## config.mk

```make
export PLATFORM = sky130hd
export DESIGN_NAME = sdram_bringup_seq
export DESIGN_NICKNAME = d
export VERILOG_FILES = /design/src/rtl/sdram_bringup_pkg.sv /design/src/rtl/bringup_wait_timer.sv /design/src/rtl/bringup_refresh_debt.sv /design/src/rtl/sdram_bringup_seq.sv
export SDC_FILE = /design/constraint.sdc
export NUM_CORES = 1
export LEC_CHECK = 0
export BUFFER_PORTS_ARGS = -buffer_cell sky130_fd_sc_hd__buf_2
export CAP_MARGIN = 20
export CELL_PAD_IN_SITES_DETAIL_PLACEMENT = 0
export CELL_PAD_IN_SITES_GLOBAL_PLACEMENT = 1
export CORE_UTILIZATION = 46
export DETAILED_ROUTE_END_ITERATION = 7
export PLACE_DENSITY_LB_ADDON = 0.3
export RECOVER_POWER = 50
export SLEW_MARGIN = 10
export SYNTH_ARGS = -nofsm -noshare
export SYNTH_HDL_FRONTEND = slang
export SYNTH_SLANG_ARGS = --single-unit
```

## constraint.sdc

```tcl
create_clock -name clk -period 7.9 [get_ports clk]
set_input_delay 0.395 -clock clk [delete_from_list [all_inputs] [get_ports clk]]
set_output_delay 0.395 -clock clk [all_outputs]
set_load 0.05 [all_outputs]
```

## src/rtl/sdram_bringup_pkg.sv

```systemverilog
`timescale 1ns/1ps
package sdram_bringup_pkg;

  typedef enum logic [3:0] {
    CMD_DESEL = 4'b1111,
    CMD_NOP   = 4'b0111,
    CMD_PRE   = 4'b0010,
    CMD_REF   = 4'b0001,
    CMD_MRS   = 4'b0000
  } cmd_t;

  typedef enum logic [2:0] {
    ST_PAUSE,
    ST_PRE_WAIT,
    ST_INIT_REF,
    ST_MRS_WAIT,
    ST_IDLE,
    ST_REF_WAIT
  } seq_state_t;

  // whole cycles covering a time in ns, fractions rounded up, at least one
  function automatic int ns_to_cyc(input int t_ns, input int clk_ps);
    longint num;
    longint res;
    num = longint'(t_ns) * 1000;
    res = (num + longint'(clk_ps) - 1) / longint'(clk_ps);
    if (res < 1) res = 1;
    return int'(res);
  endfunction

  function automatic logic [2:0] burst_code(input int len);
    case (len)
      1:       return 3'd0;
      2:       return 3'd1;
      4:       return 3'd2;
      default: return 3'd3;
    endcase
  endfunction

  function automatic int max3(input int a, input int b, input int c);
    int m;
    m = (a > b) ? a : b;
    return (m > c) ? m : c;
  endfunction

endpackage

```

## src/rtl/bringup_wait_timer.sv

```systemverilog
`timescale 1ns/1ps
module bringup_wait_timer #(
  parameter int W         = 16,
  parameter int RESET_VAL = 0
) (
  input  logic         clk,
  input  logic         rst_n,
  input  logic         load,
  input  logic [W-1:0] load_val,
  output logic         zero
);
  logic [W-1:0] cnt_q;

  always_ff @(posedge clk) begin
    if (!rst_n)            cnt_q <= W'(RESET_VAL);
    else if (load)         cnt_q <= load_val;
    else if (cnt_q != '0)  cnt_q <= cnt_q - 1'b1;
  end

  assign zero = (cnt_q == '0);
endmodule

```

## src/rtl/bringup_refresh_debt.sv

```systemverilog
`timescale 1ns/1ps
module bringup_refresh_debt #(
  parameter int REF_CYC  = 1560,
  parameter int MAX_OWED = 4
) (
  input  logic clk,
  input  logic rst_n,
  input  logic run,
  input  logic take,
  output logic pending
);
  localparam int IVL_W = (REF_CYC > 1) ? $clog2(REF_CYC) : 1;
  localparam int OWE_W = $clog2(MAX_OWED + 1);

  logic [IVL_W-1:0] ivl_q;
  logic [OWE_W-1:0] owed_q;
  logic             tick;

  assign tick = run && (ivl_q == IVL_W'(REF_CYC - 1));

  always_ff @(posedge clk) begin
    if (!rst_n) begin
      ivl_q  <= '0;
      owed_q <= '0;
    end else begin
      if (run) ivl_q <= tick ? '0 : ivl_q + 1'b1;
      case ({tick, take})
        2'b10: if (owed_q != OWE_W'(MAX_OWED)) owed_q <= owed_q + 1'b1;
        2'b01: if (owed_q != '0) owed_q <= owed_q - 1'b1;
        default: owed_q <= owed_q;
      endcase
    end
  end

  assign pending = (owed_q != '0);
endmodule

```

## src/rtl/sdram_bringup_seq.sv

```systemverilog
`timescale 1ns/1ps
module sdram_bringup_seq
  import sdram_bringup_pkg::*;
#(
  parameter int CLK_PS           = 5000,
  parameter int PAUSE_NS         = 200000,
  parameter int T_RP_NS          = 20,
  parameter int T_RC_NS          = 60,
  parameter int REF_INT_NS       = 7800,
  parameter int MRD_CYC          = 2,
  parameter int INIT_REFS        = 8,
  parameter int MAX_OWED         = 4,
  parameter int CAS_LAT          = 3,
  parameter int BURST_LEN        = 4,
  parameter int BURST_INTERLEAVE = 0,
  parameter int ADDR_W           = 13,
  parameter int BA_W             = 2,
  parameter int DQM_W            = 8
) (
  input  logic              clk,
  input  logic              rst_n,
  input  logic              refresh_gnt,
  output logic              init_done,
  output logic              refresh_req,
  output logic              cs_n,
  output logic              ras_n,
  output logic              cas_n,
  output logic              we_n,
  output logic              cke,
  output logic [DQM_W-1:0]  dqm,
  output logic [ADDR_W-1:0] addr,
  output logic [BA_W-1:0]   ba
);
  localparam int PAUSE_CYC = ns_to_cyc(PAUSE_NS, CLK_PS);
  localparam int RP_CYC    = ns_to_cyc(T_RP_NS, CLK_PS);
  localparam int RC_CYC    = ns_to_cyc(T_RC_NS, CLK_PS);
  localparam int REF_CYC   = ns_to_cyc(REF_INT_NS, CLK_PS);
  localparam int TMR_W     = $clog2(max3(PAUSE_CYC, RC_CYC, max3(RP_CYC, MRD_CYC, 1)) + 1);
  localparam int NREF_W    = $clog2(INIT_REFS + 1);
  localparam int AP_BIT    = 10;
  localparam logic [ADDR_W-1:0] PRE_ALL_ADDR = ADDR_W'(1) << AP_BIT;
  localparam logic [ADDR_W-1:0] MODE_WORD =
    ADDR_W'({3'(CAS_LAT), 1'(BURST_INTERLEAVE), burst_code(BURST_LEN)});

  seq_state_t          state_q, state_d;
  cmd_t                cmd_q, cmd_d;
  logic [ADDR_W-1:0]   addr_q, addr_d;
  logic [NREF_W-1:0]   nref_q, nref_d;
  logic                done_q, done_d;
  logic                cke_q;
  logic                tmr_load, tmr_zero;
  logic [TMR_W-1:0]    tmr_val;
  logic                pending, ready, take;

  bringup_wait_timer #(.W(TMR_W), .RESET_VAL(PAUSE_CYC - 1)) u_timer (
    .clk(clk), .rst_n(rst_n), .load(tmr_load), .load_val(tmr_val), .zero(tmr_zero)
  );

  bringup_refresh_debt #(.REF_CYC(REF_CYC), .MAX_OWED(MAX_OWED)) u_debt (
    .clk(clk), .rst_n(rst_n), .run(done_q), .take(take), .pending(pending)
  );

  assign ready       = (state_q == ST_IDLE) || (state_q == ST_REF_WAIT && tmr_zero);
  assign refresh_req = ready && pending;
  assign take        = refresh_req && refresh_gnt;

  always_comb begin
    state_d  = state_q;
    cmd_d    = CMD_NOP;
    addr_d   = '0;
    nref_d   = nref_q;
    done_d   = done_q;
    tmr_load = 1'b0;
    tmr_val  = '0;
    case (state_q)
      ST_PAUSE: begin
        cmd_d = CMD_DESEL;
        if (tmr_zero) begin
          cmd_d    = CMD_PRE;
          addr_d   = PRE_ALL_ADDR;
          tmr_load = 1'b1;
          tmr_val  = TMR_W'(RP_CYC - 1);
          state_d  = ST_PRE_WAIT;
        end
      end
      ST_PRE_WAIT: if (tmr_zero) begin
        cmd_d    = CMD_REF;
        nref_d   = NREF_W'(1);
        tmr_load = 1'b1;
        tmr_val  = TMR_W'(RC_CYC - 1);
        state_d  = ST_INIT_REF;
      end
      ST_INIT_REF: if (tmr_zero) begin
        tmr_load = 1'b1;
        if (nref_q == NREF_W'(INIT_REFS)) begin
          cmd_d   = CMD_MRS;
          addr_d  = MODE_WORD;
          tmr_val = TMR_W'(MRD_CYC - 1);
          state_d = ST_MRS_WAIT;
        end else begin
          cmd_d   = CMD_REF;
          nref_d  = nref_q + 1'b1;
          tmr_val = TMR_W'(RC_CYC - 1);
        end
      end
      ST_MRS_WAIT: if (tmr_zero) begin
        done_d  = 1'b1;
        state_d = ST_IDLE;
      end
      ST_IDLE, ST_REF_WAIT: begin
        if (take) begin
          cmd_d    = CMD_REF;
          tmr_load = 1'b1;
          tmr_val  = TMR_W'(RC_CYC - 1);
          state_d  = ST_REF_WAIT;
        end else if (ready) begin
          state_d = ST_IDLE;
        end
      end
      default: state_d = ST_PAUSE;
    endcase
  end

  always_ff @(posedge clk) begin
    if (!rst_n) begin
      state_q <= ST_PAUSE;
      cmd_q   <= CMD_DESEL;
      addr_q  <= '0;
      nref_q  <= '0;
      done_q  <= 1'b0;
      cke_q   <= 1'b0;
    end else begin
      state_q <= state_d;
      cmd_q   <= cmd_d;
      addr_q  <= addr_d;
      nref_q  <= nref_d;
      done_q  <= done_d;
      cke_q   <= 1'b1;
    end
  end

  assign {cs_n, ras_n, cas_n, we_n} = cmd_q;
  assign addr      = addr_q;
  assign ba        = '0;
  assign cke       = cke_q;
  assign dqm       = {DQM_W{1'b1}};
  assign init_done = done_q;
endmodule

```

# Word-level counts from Yosys, hierarchy flattened
# Cells that the tools add are included.
dict set report totals {
  ff_bits 56
  wordCells 89
  output_inout_bits 30
  inputBits 3
}
dict set report classes {
  mux 38
  addsub 5
  n_eq_ne 19
  reduce_logical 18
}
# op n
set op_table {}
lappend op_table {{$mux W3} 12}
lappend op_table {{$mux W16} 2}
lappend op_table {{$mux W4} 8}
lappend op_table {{$pmux W4 S4} 2}
lappend op_table {{$mux W11} 2}
lappend op_table {{$pmux W11 S2} 1}
lappend op_table {{$logic_not A16 Y1} 1}
lappend op_table {{$reduce_bool A16 Y1} 1}
lappend op_table {{$sub A16 B1 Y16 const B} 1}
lappend op_table {{$pmux W3 S5} 1}
lappend op_table {{$ne A2 B2 Y1 const B} 7}
lappend op_table {{$mux W6} 2}
lappend op_table {{$add A11 B1 Y11 const B} 1}
lappend op_table {{$eq A11 B11 Y1 const B} 1}
lappend op_table {{$pmux W4 S2} 1}
lappend op_table {{$eq A3 B2 Y1 const B} 2}
lappend op_table {{$eq A3 B3 Y1 const B} 2}
lappend op_table {{$pmux W3 S2} 1}
lappend op_table {{$reduce_and A6 Y1} 1}
lappend op_table {{$reduce_bool A2 Y1} 3}
lappend op_table {{$add A4 B1 Y4 const B} 1}
lappend op_table {{$eq A4 B4 Y1 const B} 1}
lappend op_table {{$logic_and A1 B1 Y1} 4}
lappend op_table {{$mux W1} 4}
lappend op_table {{18 further kinds} 18}

# Logic depth before layout (Yosys ltp)
# Gate-level depths: netlist of the first run.
dict set report logic_depth {
  ltp_word 8
  depth_mapped 10
  depth_no_buf 10
}

# Hierarchy
# From an unflattened synthesis of the first run, not the netlist that was laid out.
dict set report hier_totals {
  cells_unflattened 305
  hier_area_um2 2628.8
}
# mod cells_per_inst area_each_um2 n_inst
set by_module_without_submodules {}
lappend by_module_without_submodules {bringup_wait_timer 117 962.2 1}
lappend by_module_without_submodules {sdram_bringup_seq 108 944.7 1}
lappend by_module_without_submodules {bringup_refresh_debt 80 721.9 1}

# Worst setup path after synthesis of the first run
# OpenSTA, ideal clock, no wires.
dict set report synth_path {
  path_kind {reg-to-reg}
  start {reg u_timer.cnt_q[0]}
  end {reg u_debt.owed_q[2]}
  required_time_ps 7814
  setup_slack_ps 5165
  stages_incl_launch_ff 10
  path_buffers 0
  arrival_time_ps 2649
  synth_period_minus_slack_ps 2735
  path_cell_list {dfxtp_1 -> inv_1 -> ha_1 -> nor3b_1 -> nand4_1 -> a211oi_1 -> inv_1 -> fa_1 -> or3_1 -> a221oi_2}
}
dict set report synth_via {
  elab_chain_cells 8
  elab_cells_between_ends 12
  classes_between {eq/ne: 4; mux: 1; reduce/logical: 7}
}
# item line_no
set synth_lines {}
lappend synth_lines {{start, declared} bringup_wait_timer.sv:12} ;# logic [W-1:0] cnt_q;
lappend synth_lines {{start signal, assigned} bringup_wait_timer.sv:15} ;# if (!rst_n) cnt_q <= W'(RESET_VAL);
lappend synth_lines {{start signal, assigned} bringup_wait_timer.sv:16} ;# else if (load) cnt_q <= load_val;
lappend synth_lines {{start signal, assigned} bringup_wait_timer.sv:17} ;# else if (cnt_q != '0) cnt_q <= cnt_q - 1'b1;
lappend synth_lines {{$logic_not A16 Y1 *} bringup_wait_timer.sv:20} ;# assign zero = (cnt_q == '0);
lappend synth_lines {{$logic_and A1 B1 Y1 *} sdram_bringup_seq.sv:63} ;# assign ready = (state_q == ST_IDLE) || (state_q == ST_REF_WAIT && tmr_zero);
lappend synth_lines {{$logic_or A1 B1 Y1 *} sdram_bringup_seq.sv:63}
lappend synth_lines {{$logic_and A1 B1 Y1 *} sdram_bringup_seq.sv:64} ;# assign refresh_req = ready && pending;
lappend synth_lines {{$logic_and A1 B1 Y1 *} sdram_bringup_seq.sv:65} ;# assign take = refresh_req && refresh_gnt;
lappend synth_lines {{$eq A2 B2 Y1 / $eq A2 B1 Y1 (equally long branches)} bringup_refresh_debt.sv:27} ;# case ({tick, take})
lappend synth_lines {{$ne A2 B1 Y1 (no source line), or another cell as far along} n/a}
lappend synth_lines {{$reduce_and A3 Y1 (no source line)} n/a}
lappend synth_lines {{end signal, assigned} bringup_refresh_debt.sv:28} ;# 2'b10: if (owed_q != OWE_W'(MAX_OWED)) owed_q <= owed_q + 1'b1;
lappend synth_lines {{end signal, assigned} bringup_refresh_debt.sv:29} ;# 2'b01: if (owed_q != '0) owed_q <= owed_q - 1'b1;
lappend synth_lines {{end signal, assigned} bringup_refresh_debt.sv:30} ;# default: owed_q <= owed_q;
lappend synth_lines {{end, declared} bringup_refresh_debt.sv:16} ;# logic [OWE_W-1:0] owed_q;
# Mark *: on every way between the ends. The rest lies on a longest branch, timed or not.
# A chain may end at the register's enable or synchronous reset.

# Worst setup path after layout of the first run
dict set report layout_path {
  start {reg u_timer.cnt_q[6]}
  end {reg u_debt.owed_q[1]}
}
# Same word-level chain as after synthesis.

==> impl_metrics.toml, run 1 <==
[run_status]
status = "finished clean"

[worst_setup_path]
end_kind = "flop"
r2r-end = "u_debt.owed_q[1]"
r2r-start = "u_timer.cnt_q[6]"
rrSetupSlack_ps = 4290
reg2reg_depth = 8
critPathKind = "flop to flop"
cp.required_ps = 8120
start_kind = "flop"
worstPathMaxFanout = 17
cp.arrival_ps = 3820

[sta]
worst_pin_slew_ps = 962
drv_slew = 0
hold_viol = 0
relSlewSlack_pct = 35.9
final.setup.tns_ps = 0
final.setup_skew_ps = 3.59
setup_viol = 0
fmax_ghz = 0.277
rsz0062_at_grt = "false"
period_share_pct = 45.7
period_needed_ps = 3610

[clocking]
post_cts_resized = 0
cts_made_buffers = 5
holdBufCountCts = 0
htreeDepth = 2
clock_latency_ps = 290
postCtsSetupRepairBufs = 0
path_clk_slew_ps = 80
cts_buffer_depth = 2
cts_num_sinks = 45
cts_tree = "yes"
root_buffer = "clkbuf_8"

[pwr]
worst_ir_drop_vdd_v = 0.0000962
power_density_nw_per_um2 = 159
internal_power_uw = 294
power.leakage_uw = 0.000854
switching_power_uw = 104
power.share.sequential_pct = 57.6
clkPwrFrac_pct = 34.4
p_sw_share_pct = 26.1
pwr-share-comb_pct = 7.9

[place]
dp_hpwl_um = 3470
port_buffers = 13
place_area_um2 = 2480
place.gp.congestion = 0.782

[floorplan]
std_cell_rows = 26
die_h_um = 75.1
die_area_um2 = 5640
core_um2 = 5140
io_pins = 33
initial_utilization_pct = 47.8
fp.dieW_um = 75.1

[finish]
diodes = 0
finalNetCount = 305
final_area_um2 = 2510
drive_gt1_share_pct = 6.06
syn_to_final_growth_pct = 2.19

[detailed_routing]
wl_um = 4820
wire_per_inst_um = 13.1
via_count = 1990
route.detailed.drc = 0
ant_nets = 0
first_pass_iters = 5
drt_iter0_markers = 117
viasPerCell = 5.42

[synthesis]
synthXorXnorAreaFrac_pct = 7.48
synth-compound-area-share_pct = 14.1
ys_seq_elements = 45
async_flop_share_pct = 0
syn_area_per_cell_um2 = 8.51
ys.warnings.count = 0
post_synth_instance_area_um2 = 2460
synth_top_family_by_area = "simple AND/OR/NAND/NOR gates"
ys_seq_area_share_pct = 36.6
synthCells = 289
ys_types = 55
synth_edf_count = 0
synth-adder-area-share_pct = 3.36
synth_ff_type = "dfxtp_1"
synthSimpleGateAreaFrac_pct = 28.3
synthMuxAreaShare_pct = 0.407

[worst_hold_path]
hp-class = "flop to flop"
hold_path_end = "u_debt.ivl_q[1]"
whs_path_depth = 2
hp-start = "u_debt.ivl_q[1]"

[flow_run]
max_cap_violations = 0

[global_routing]
antenna_found_initial = 0
overflow = 0
grt.total_usage_pct = 18.8
grt_pass1_wl_um = 8070
grt_pass1_vias = 1740
grt_max_degree = 24
-- flip-flops by register name, indices dropped and copies added, names as in the netlist --
name and count:
addr 2, u_debt.ivl_q 11, u_debt.owed_q 3, u_timer.cnt_q 16, cmd_q 4, state_q 3
init_done 1, cke 1, nref_q 4
-- metal layers --
metal / global-route usage [%] / part of all wire [%]
met3: 4.55 / 4.8
met1: 27.7 / 52
met5: 0 / 0
met2: 27.5 / 42
met4: 4.61 / 1.0
-- cells by family after synthesis --
family | after synthesis
adder cells (fa/ha/maj) | 6
flip-flops | 45
AND/OR/NAND/NOR | 120
AO/OA/AOI/OAI | 54
XOR/XNOR | 21
multiplexers | 1
other | 2
buffers and inverters | 40
-- how the worst max path moves through the flow --
stage,from,to,slack [ps],depth (start not counted)
2_1_floorplan,u_timer.cnt_q[0],u_debt.owed_q[2],5160,9
3_3_place_gp,u_timer.cnt_q[0],u_debt.owed_q[1],4540,10
3_5_place_dp,u_timer.cnt_q[6],u_debt.owed_q[1],4400,8
4_1_cts,u_timer.cnt_q[0],u_debt.owed_q[1],4370,10
5_1_grt,u_timer.cnt_q[6],u_debt.owed_q[1],4030,8
6_report,u_timer.cnt_q[6],u_debt.owed_q[1],4290,8
-- critical path: stages (launching register included) --
cell	delay, ps
dfxtp_1	360
nor4_1	550
nand4_1	730
a211oi_1	660
inv_1	110
fa_1	470
a2111oi_0	380
a31oi_1	80
a31oi_1	190
-- power by group through the flow --
stage / clock [uW] / combinational (uW) / sequential [uW]
finish: 137 / 31.6 / 230
global route: 153 / 34.0 / 230
CTS: 144 / 31.9 / 230
detailed placement: 0 / 31.7 / 235
global placement: 0 / 31.6 / 235
floorplan: 0 / 34.8 / 236
-- stage by stage --
| step | utilization (%) | cells | worst slack (ps) | total power, uW | hold slack, ps |
|---|---|---|---|---|---|
| 6_report | 48.9 | 367 | 4290 | 399 | 493 |
| 5_1_grt | 48.9 | 367 | 4030 | 417 | 521 |
| 4_1_cts | 49.9 | 367 | 4370 | 405 | 462 |
| 3_5_place_dp | 48.3 | 359 | 4400 | 267 | 486 |
| 3_3_place_gp | 48.3 | 359 | 4540 | 267 | 475 |
| 2_1_floorplan | - | 306 | 5160 | 271 | 423 |
-- cells in the final DEF (no fill, tap or decap), drive strengths merged, types with 3 or more instances in the layout --
| cell type | instances |
|---|---|
| nand3 | 10 |
| nor4 | 8 |
| a31oi | 3 |
| conb | 19 |
| nand2 | 23 |
| nor3 | 9 |
| clkbuf | 18 |
| xor2 | 14 |
| or4 | 7 |
| nand4 | 11 |
| or3 | 8 |
| nor2 | 26 |
| inv | 10 |
| a21oi | 16 |
| dfxtp | 45 |
| a211oi | 4 |
| ha | 5 |
| xnor2 | 7 |
| o21ai | 16 |
| nand2b | 3 |
-- final cells by class --
| cell class | instances | area, um^2 |
|---|---|---|
| fill | 528 | 2630 |
| multi-input combinational | 221 | 1350 |
| sequential | 45 | 901 |
| tap | 70 | 87.6 |
| clock buffer | 7 | 76.3 |
| timing repair buffer | 13 | 51.3 |
| inverter | 10 | 37.5 |
| clock inverter | 1 | 7.51 |
-- cell usage after synthesis (all sizes together), types with 2 or more instances --
library cell / number / area, um^2
clkbuf: 8 / 30.0
o21ai: 16 / 80.1
nand3: 10 / 50.1
or4: 7 / 63.8
nor4b: 2 / 17.5
ha: 5 / 62.6
a21oi: 16 / 80.1
dfxtp: 45 / 901
a211oi: 4 / 30.0
buf: 22 / 163
and3: 2 / 13.8
or3: 8 / 50.1
a31oi: 3 / 18.8
nor2b: 2 / 12.5
conb: 2 / 7.51
nor2: 26 / 97.6
nand2: 23 / 86.3
inv: 10 / 37.5
a21boi: 2 / 15.0
nand4: 11 / 68.8
nor4: 8 / 98.9
xnor2: 7 / 61.3
o41ai: 2 / 17.5
xor2: 14 / 123
nor3: 9 / 45.0
nand2b: 3 / 18.8
(Power assumes the default switching activity.)
==> inputs of run 2 (changes only) <==
CORE_UTILIZATION = 43   (was 46)
clock period = 3.4 ns   (was 7.9 ns; I/O delays follow)
==> impl_metrics.toml, run 2 (synthesis gave the netlist of run 1 again) <==
[global_routing]
antenna_found_initial = 0
overflow = 0
grt_pass1_vias = 1874
grt_max_degree = 24
grt_pass1_wl_um = 9000
grt.total_usage_pct = 18.8

[floorplan]
initial_utilization_pct = 44.6
fp.dieW_um = 77.6
io_pins = 33
std_cell_rows = 27
die_area_um2 = 6020
core_um2 = 5510
die_h_um = 77.6

[sta]
hold_viol = 0
fin_ws_ps = 485
setup_viol = 0
period_share_pct = 85.7
worst_pin_slew_ps = 995
drv_slew = 0
fmax_ghz = 0.343
final.setup_skew_ps = 9.42
period_needed_ps = 2920
relSlewSlack_pct = 33.0
rsz0062_at_grt = "false"
final.setup.tns_ps = 0

[clocking]
holdBufCountCts = 0
post_cts_resized = 0
clock_latency_ps = 300
cts_num_sinks = 45
path_clk_slew_ps = 90
htreeDepth = 2
root_buffer = "clkbuf_8"
postCtsSetupRepairBufs = 0
cts_tree = "yes"
cts_buffer_depth = 2
cts_made_buffers = 5

[detailed_routing]
viasPerCell = 5.39
wire_per_inst_um = 14.1
drt_iter0_markers = 106
route.detailed.drc = 0
wl_um = 5250
first_pass_iters = 4
via_count = 2010
ant_nets = 0

[finish]
diodes = 0
instances_no_fill = 373
nFillCells = 571
reg_top3 = "u_timer.cnt_q (16), u_debt.ivl_q (11)"
final_common_cell = "dfxtp_1"
finalNetCount = 309
largest_reg_flops = 16
largest_register = "u_timer.cnt_q"
syn_to_final_growth_pct = 4.58
drive_gt1_share_pct = 7.31
layout_common_cells = "dfxtp_1, nor2_1, nand2_1"

[worst_setup_path]
start_kind = "flop"
worstPathMaxFanout = 5
critPathKind = "flop to flop"
cp.arrival_ps = 3130
crit_buf_inv = 1
cp.required_ps = 3610
cpPeakStageDelay_ps = 770
slowest_stage = "nor4_1"
critical_path.cell_chain = "inv_1 -> ha_1 -> or3b_2 -> nor4_1 -> o21ai_0 -> a22o_1 -> a221oi_2"
crit_family = "simple AND/OR/NAND/NOR gates"
end_kind = "flop"

[pwr]
power_uw = 1010
power_density_nw_per_um2 = 394
power.leakage_uw = 0.000885
worst_ir_drop_vdd_v = 0.000150

[place]
place_ws_ps = 527
place.gp.congestion = 0.789
port_buffers = 13
dp_cells = 365
dp_hpwl_um = 3660

[flow_run]
max_cap_violations = 0

[run_status]
status = "finished clean"

[worst_hold_path]
hp-class = "input port to flop"
[run 2: final timing paths]
path	endpoint	depth (start not counted)	start	slack, ps
max	u_debt.owed_q[2]	7	u_timer.cnt_q[0]	480
min reg2reg	u_debt.ivl_q[1]	2	u_debt.ivl_q[1]	490
min	u_timer.cnt_q[1]	4	refresh_gnt	360
max reg2reg	u_debt.owed_q[2]	7	u_timer.cnt_q[0]	480
[run 2: final cells by class]
cell class / count / area (um^2) / area share, %
sequential: 45 / 901 / 35.0
clock inverter: 2 / 38.8 / 1.51
clock buffer: 6 / 72.6 / 2.82
tap: 72 / 90.1 / 3.50
timing repair buffer: 17 / 73.8 / 2.87
multi-input combinational: 221 / 1360 / 52.8
inverter: 10 / 37.5 / 1.46
[run 2: through the flow]
step / utilization, % / hold slack (ps) / area, um^2
floorplan: - / 198 / 2520
global placement: 45.7 / 472 / 2510
detailed placement: 45.7 / 481 / 2510
CTS: 47.7 / 223 / 2630
global route: 46.7 / 442 / 2570
finish: 46.7 / 365 / 2570
[run 2: routing by layer]
metal	global-route usage [%]	vias to the layer above	wire, um
met1	25.5	939	2590
li1	-	1017	-
met2	29.1	50	2410
met4	6.42	0	44
met3	4.12	4	197
met5	0	-	0
[run 2: where the power goes]
part,switching (uW),internal (uW)
clock network,185,221
registers,3.78,530
logic,65.6,8.56
[run 2: worst reg2reg max path, cell delays in order, from the launching register on]
cell      delay (ps)
dfxtp_1          340
inv_1             80
ha_1             210
or3b_2           480
nor4_1           770
o21ai_0          390
a22o_1           310
a221oi_2         250
==> inputs of run 3 (changes only) <==
ABC_AREA = 1   (was unset)
CORE_UTILIZATION = 42   (was 43)
RECOVER_POWER = unset   (was 50)
==> impl_metrics.toml, run 3 <==
[pwr]
pwr-share-comb_pct = 7.9
power.share.sequential_pct = 57.3
power_uw = 929
worst_ir_drop_vdd_v = 0.000186
power.leakage_uw = 0.00114
internal_power_uw = 681
p_sw_share_pct = 26.7
switching_power_uw = 248
clkPwrFrac_pct = 34.7
power_density_nw_per_um2 = 360

[sta]
period_needed_ps = 2270
drv_slew = 0
fin_ws_ps = 1130
hold_viol = 0
final.setup.tns_ps = 0
fmax_ghz = 0.441
period_share_pct = 66.7
worst_pin_slew_ps = 507
rsz0062_at_grt = "false"
final.setup_skew_ps = 3.37
setup_viol = 0
relSlewSlack_pct = 66.2

[finish]
drive_gt1_share_pct = 15.2
syn_to_final_growth_pct = 4.72
final_area_um2 = 2580
final_common_cell = "nand2_1"
finalNetCount = 350
layout_common_cells = "nand2_1, dfxtp_1, inv_1"
diodes = 0
largest_reg_flops = 16
fin_util_pct = 46.3
reg_top3 = "u_timer.cnt_q (16), u_debt.ivl_q (11)"
largest_register = "u_timer.cnt_q"

[synthesis]
synthTopCellsByArea = "dfxtp_1, nand2_1, buf_4"
async_flop_share_pct = 0
synthMostInstantiatedCell = "nand2_1"
yosysTopAreaCell = "dfxtp_1"
synth.top_cell.area_share_pct = 36.6
synthCells = 329
syn_area_per_cell_um2 = 7.49
synth_ff_type = "dfxtp_1"
synth_common_cells = "nand2_1, dfxtp_1, inv_1"
ys_types = 37
synth_edf_count = 0
post_synth_instance_area_um2 = 2460
ys_seq_area_share_pct = 36.6
ys.warnings.count = 0
ys_seq_elements = 45

[global_routing]
overflow = 0
grt_pass1_wl_um = 7960
grt.total_usage_pct = 16.2
grt_max_degree = 26
antenna_found_initial = 0
grt_pass1_vias = 1781

[detailed_routing]
ant_nets = 0
via_count = 1970
wire_per_inst_um = 10.9
wl_um = 4520
route.detailed.drc = 0
viasPerCell = 4.76
first_pass_iters = 4
drt_iter0_markers = 90

[floorplan]
io_pins = 33
core_um2 = 5570
fp.dieW_um = 78.6
die_area_um2 = 6180
die_h_um = 78.6
std_cell_rows = 27
initial_utilization_pct = 44.2

[run_status]
status = "finished clean"

[worst_setup_path]
cp.required_ps = 3590
critPathKind = "flop to flop"
cp.arrival_ps = 2460
rrSetupSlack_ps = 1130
end_kind = "flop"
crit_start = "u_timer.cnt_q[0]"
r2r-start = "u_timer.cnt_q[0]"
endpoint = "u_debt.owed_q[2]"
worstPathMaxFanout = 12
reg2reg_depth = 12
r2r-end = "u_debt.owed_q[2]"
start_kind = "flop"

[clocking]
cts_tree = "yes"
holdBufCountCts = 0
cts_made_buffers = 5
cts_buffer_depth = 2
postCtsSetupRepairBufs = 0
root_buffer = "clkbuf_8"
path_clk_slew_ps = 80
clock_latency_ps = 290
htreeDepth = 2
cts_num_sinks = 45
post_cts_resized = 0

[place]
place.gp.congestion = 0.785
dp_hpwl_um = 3380
place_area_um2 = 2500
port_buffers = 13
place_ws_ps = 1150

[flow_run]
max_cap_violations = 0

[worst_hold_path]
hp-class = "input port to flop"
[run 3: changes by cell type after synthesis, moves of 7 or more]
cell | previous run | this run
inv_1 | 10 | 36
nor2_1 | 26 | 33
nand3_1 | 10 | 18
or3_1 | 8 | 0
nand2_2 | 0 | 7
clkbuf_1 | 8 | 1
nand2_1 | 23 | 51
[run 3: cell families after synthesis]
group | synth area share, %
AO/OA/AOI/OAI | 11.2
XOR/XNOR | 4.27
adder cells (fa/ha/maj) | 3.35
buffers and inverters | 14.0
flip-flops | 36.6
other | 0.305
AND/OR/NAND/NOR | 30.3
[run 3: how the worst min path moves through the flow]
stage               cells past startpoint  slack (ps)          endpoint             start
finish                                  1         280               cke             rst_n
global placement                        2         460  u_timer.cnt_q[0]  u_timer.cnt_q[0]
CTS                                     1         270               cke             rst_n
floorplan                               0         200               cke             rst_n
global route                            1         300               cke             rst_n
detailed placement                      2         470  u_timer.cnt_q[0]  u_timer.cnt_q[0]
[run 3: critical path: stages, from the launching register on]
cell and delay, ps:
dfxtp_1 310, inv_1 120, ha_1 190, nand2_1 70, nor2_2 110, nand2_2 230
a21oi_4 230, nand3_2 110, fa_1 400, inv_1 70, nand3_1 90, a21oi_1 170
nor2_1 60
[run 3: routing by layer]
| metal | track usage (%) | share of wire, % |
|---|---|---|
| met1 | 21.4 | 51 |
| met2 | 26.3 | 46 |
| met3 | 3.14 | 2.8 |
| met4 | 5.00 | 0.22 |
| met5 | 0 | 0 |
[run 3: per-stage QoR]
stage	cells	hold WS (ps)
global placement	406	456
global route	414	296
finish	414	282
floorplan	346	198
detailed placement	406	468
CTS	414	272
[run 3: area by class of cell]
class	instances	area (um^2)
Multi-Input combinational cell	234	1280
Inverter	42	160
Fill cell	592	2990
Sequential cell	45	901
Clock buffer	6	72.6
Timing Repair Buffer	13	65.1
Tap cell	72	90.1
Clock inverter	2	10.0
[run 3: power by group through the flow]
stage | combinational [uW] | sequential [uW] | clock [uW]
after global placement | 74.3 | 545 | 0
final | 73.8 | 532 | 322
after CTS | 74.2 | 533 | 338
after detailed placement | 74.3 | 545 | 0
after global routing | 78.8 | 533 | 359
after floorplan | 80.8 | 547 | 0
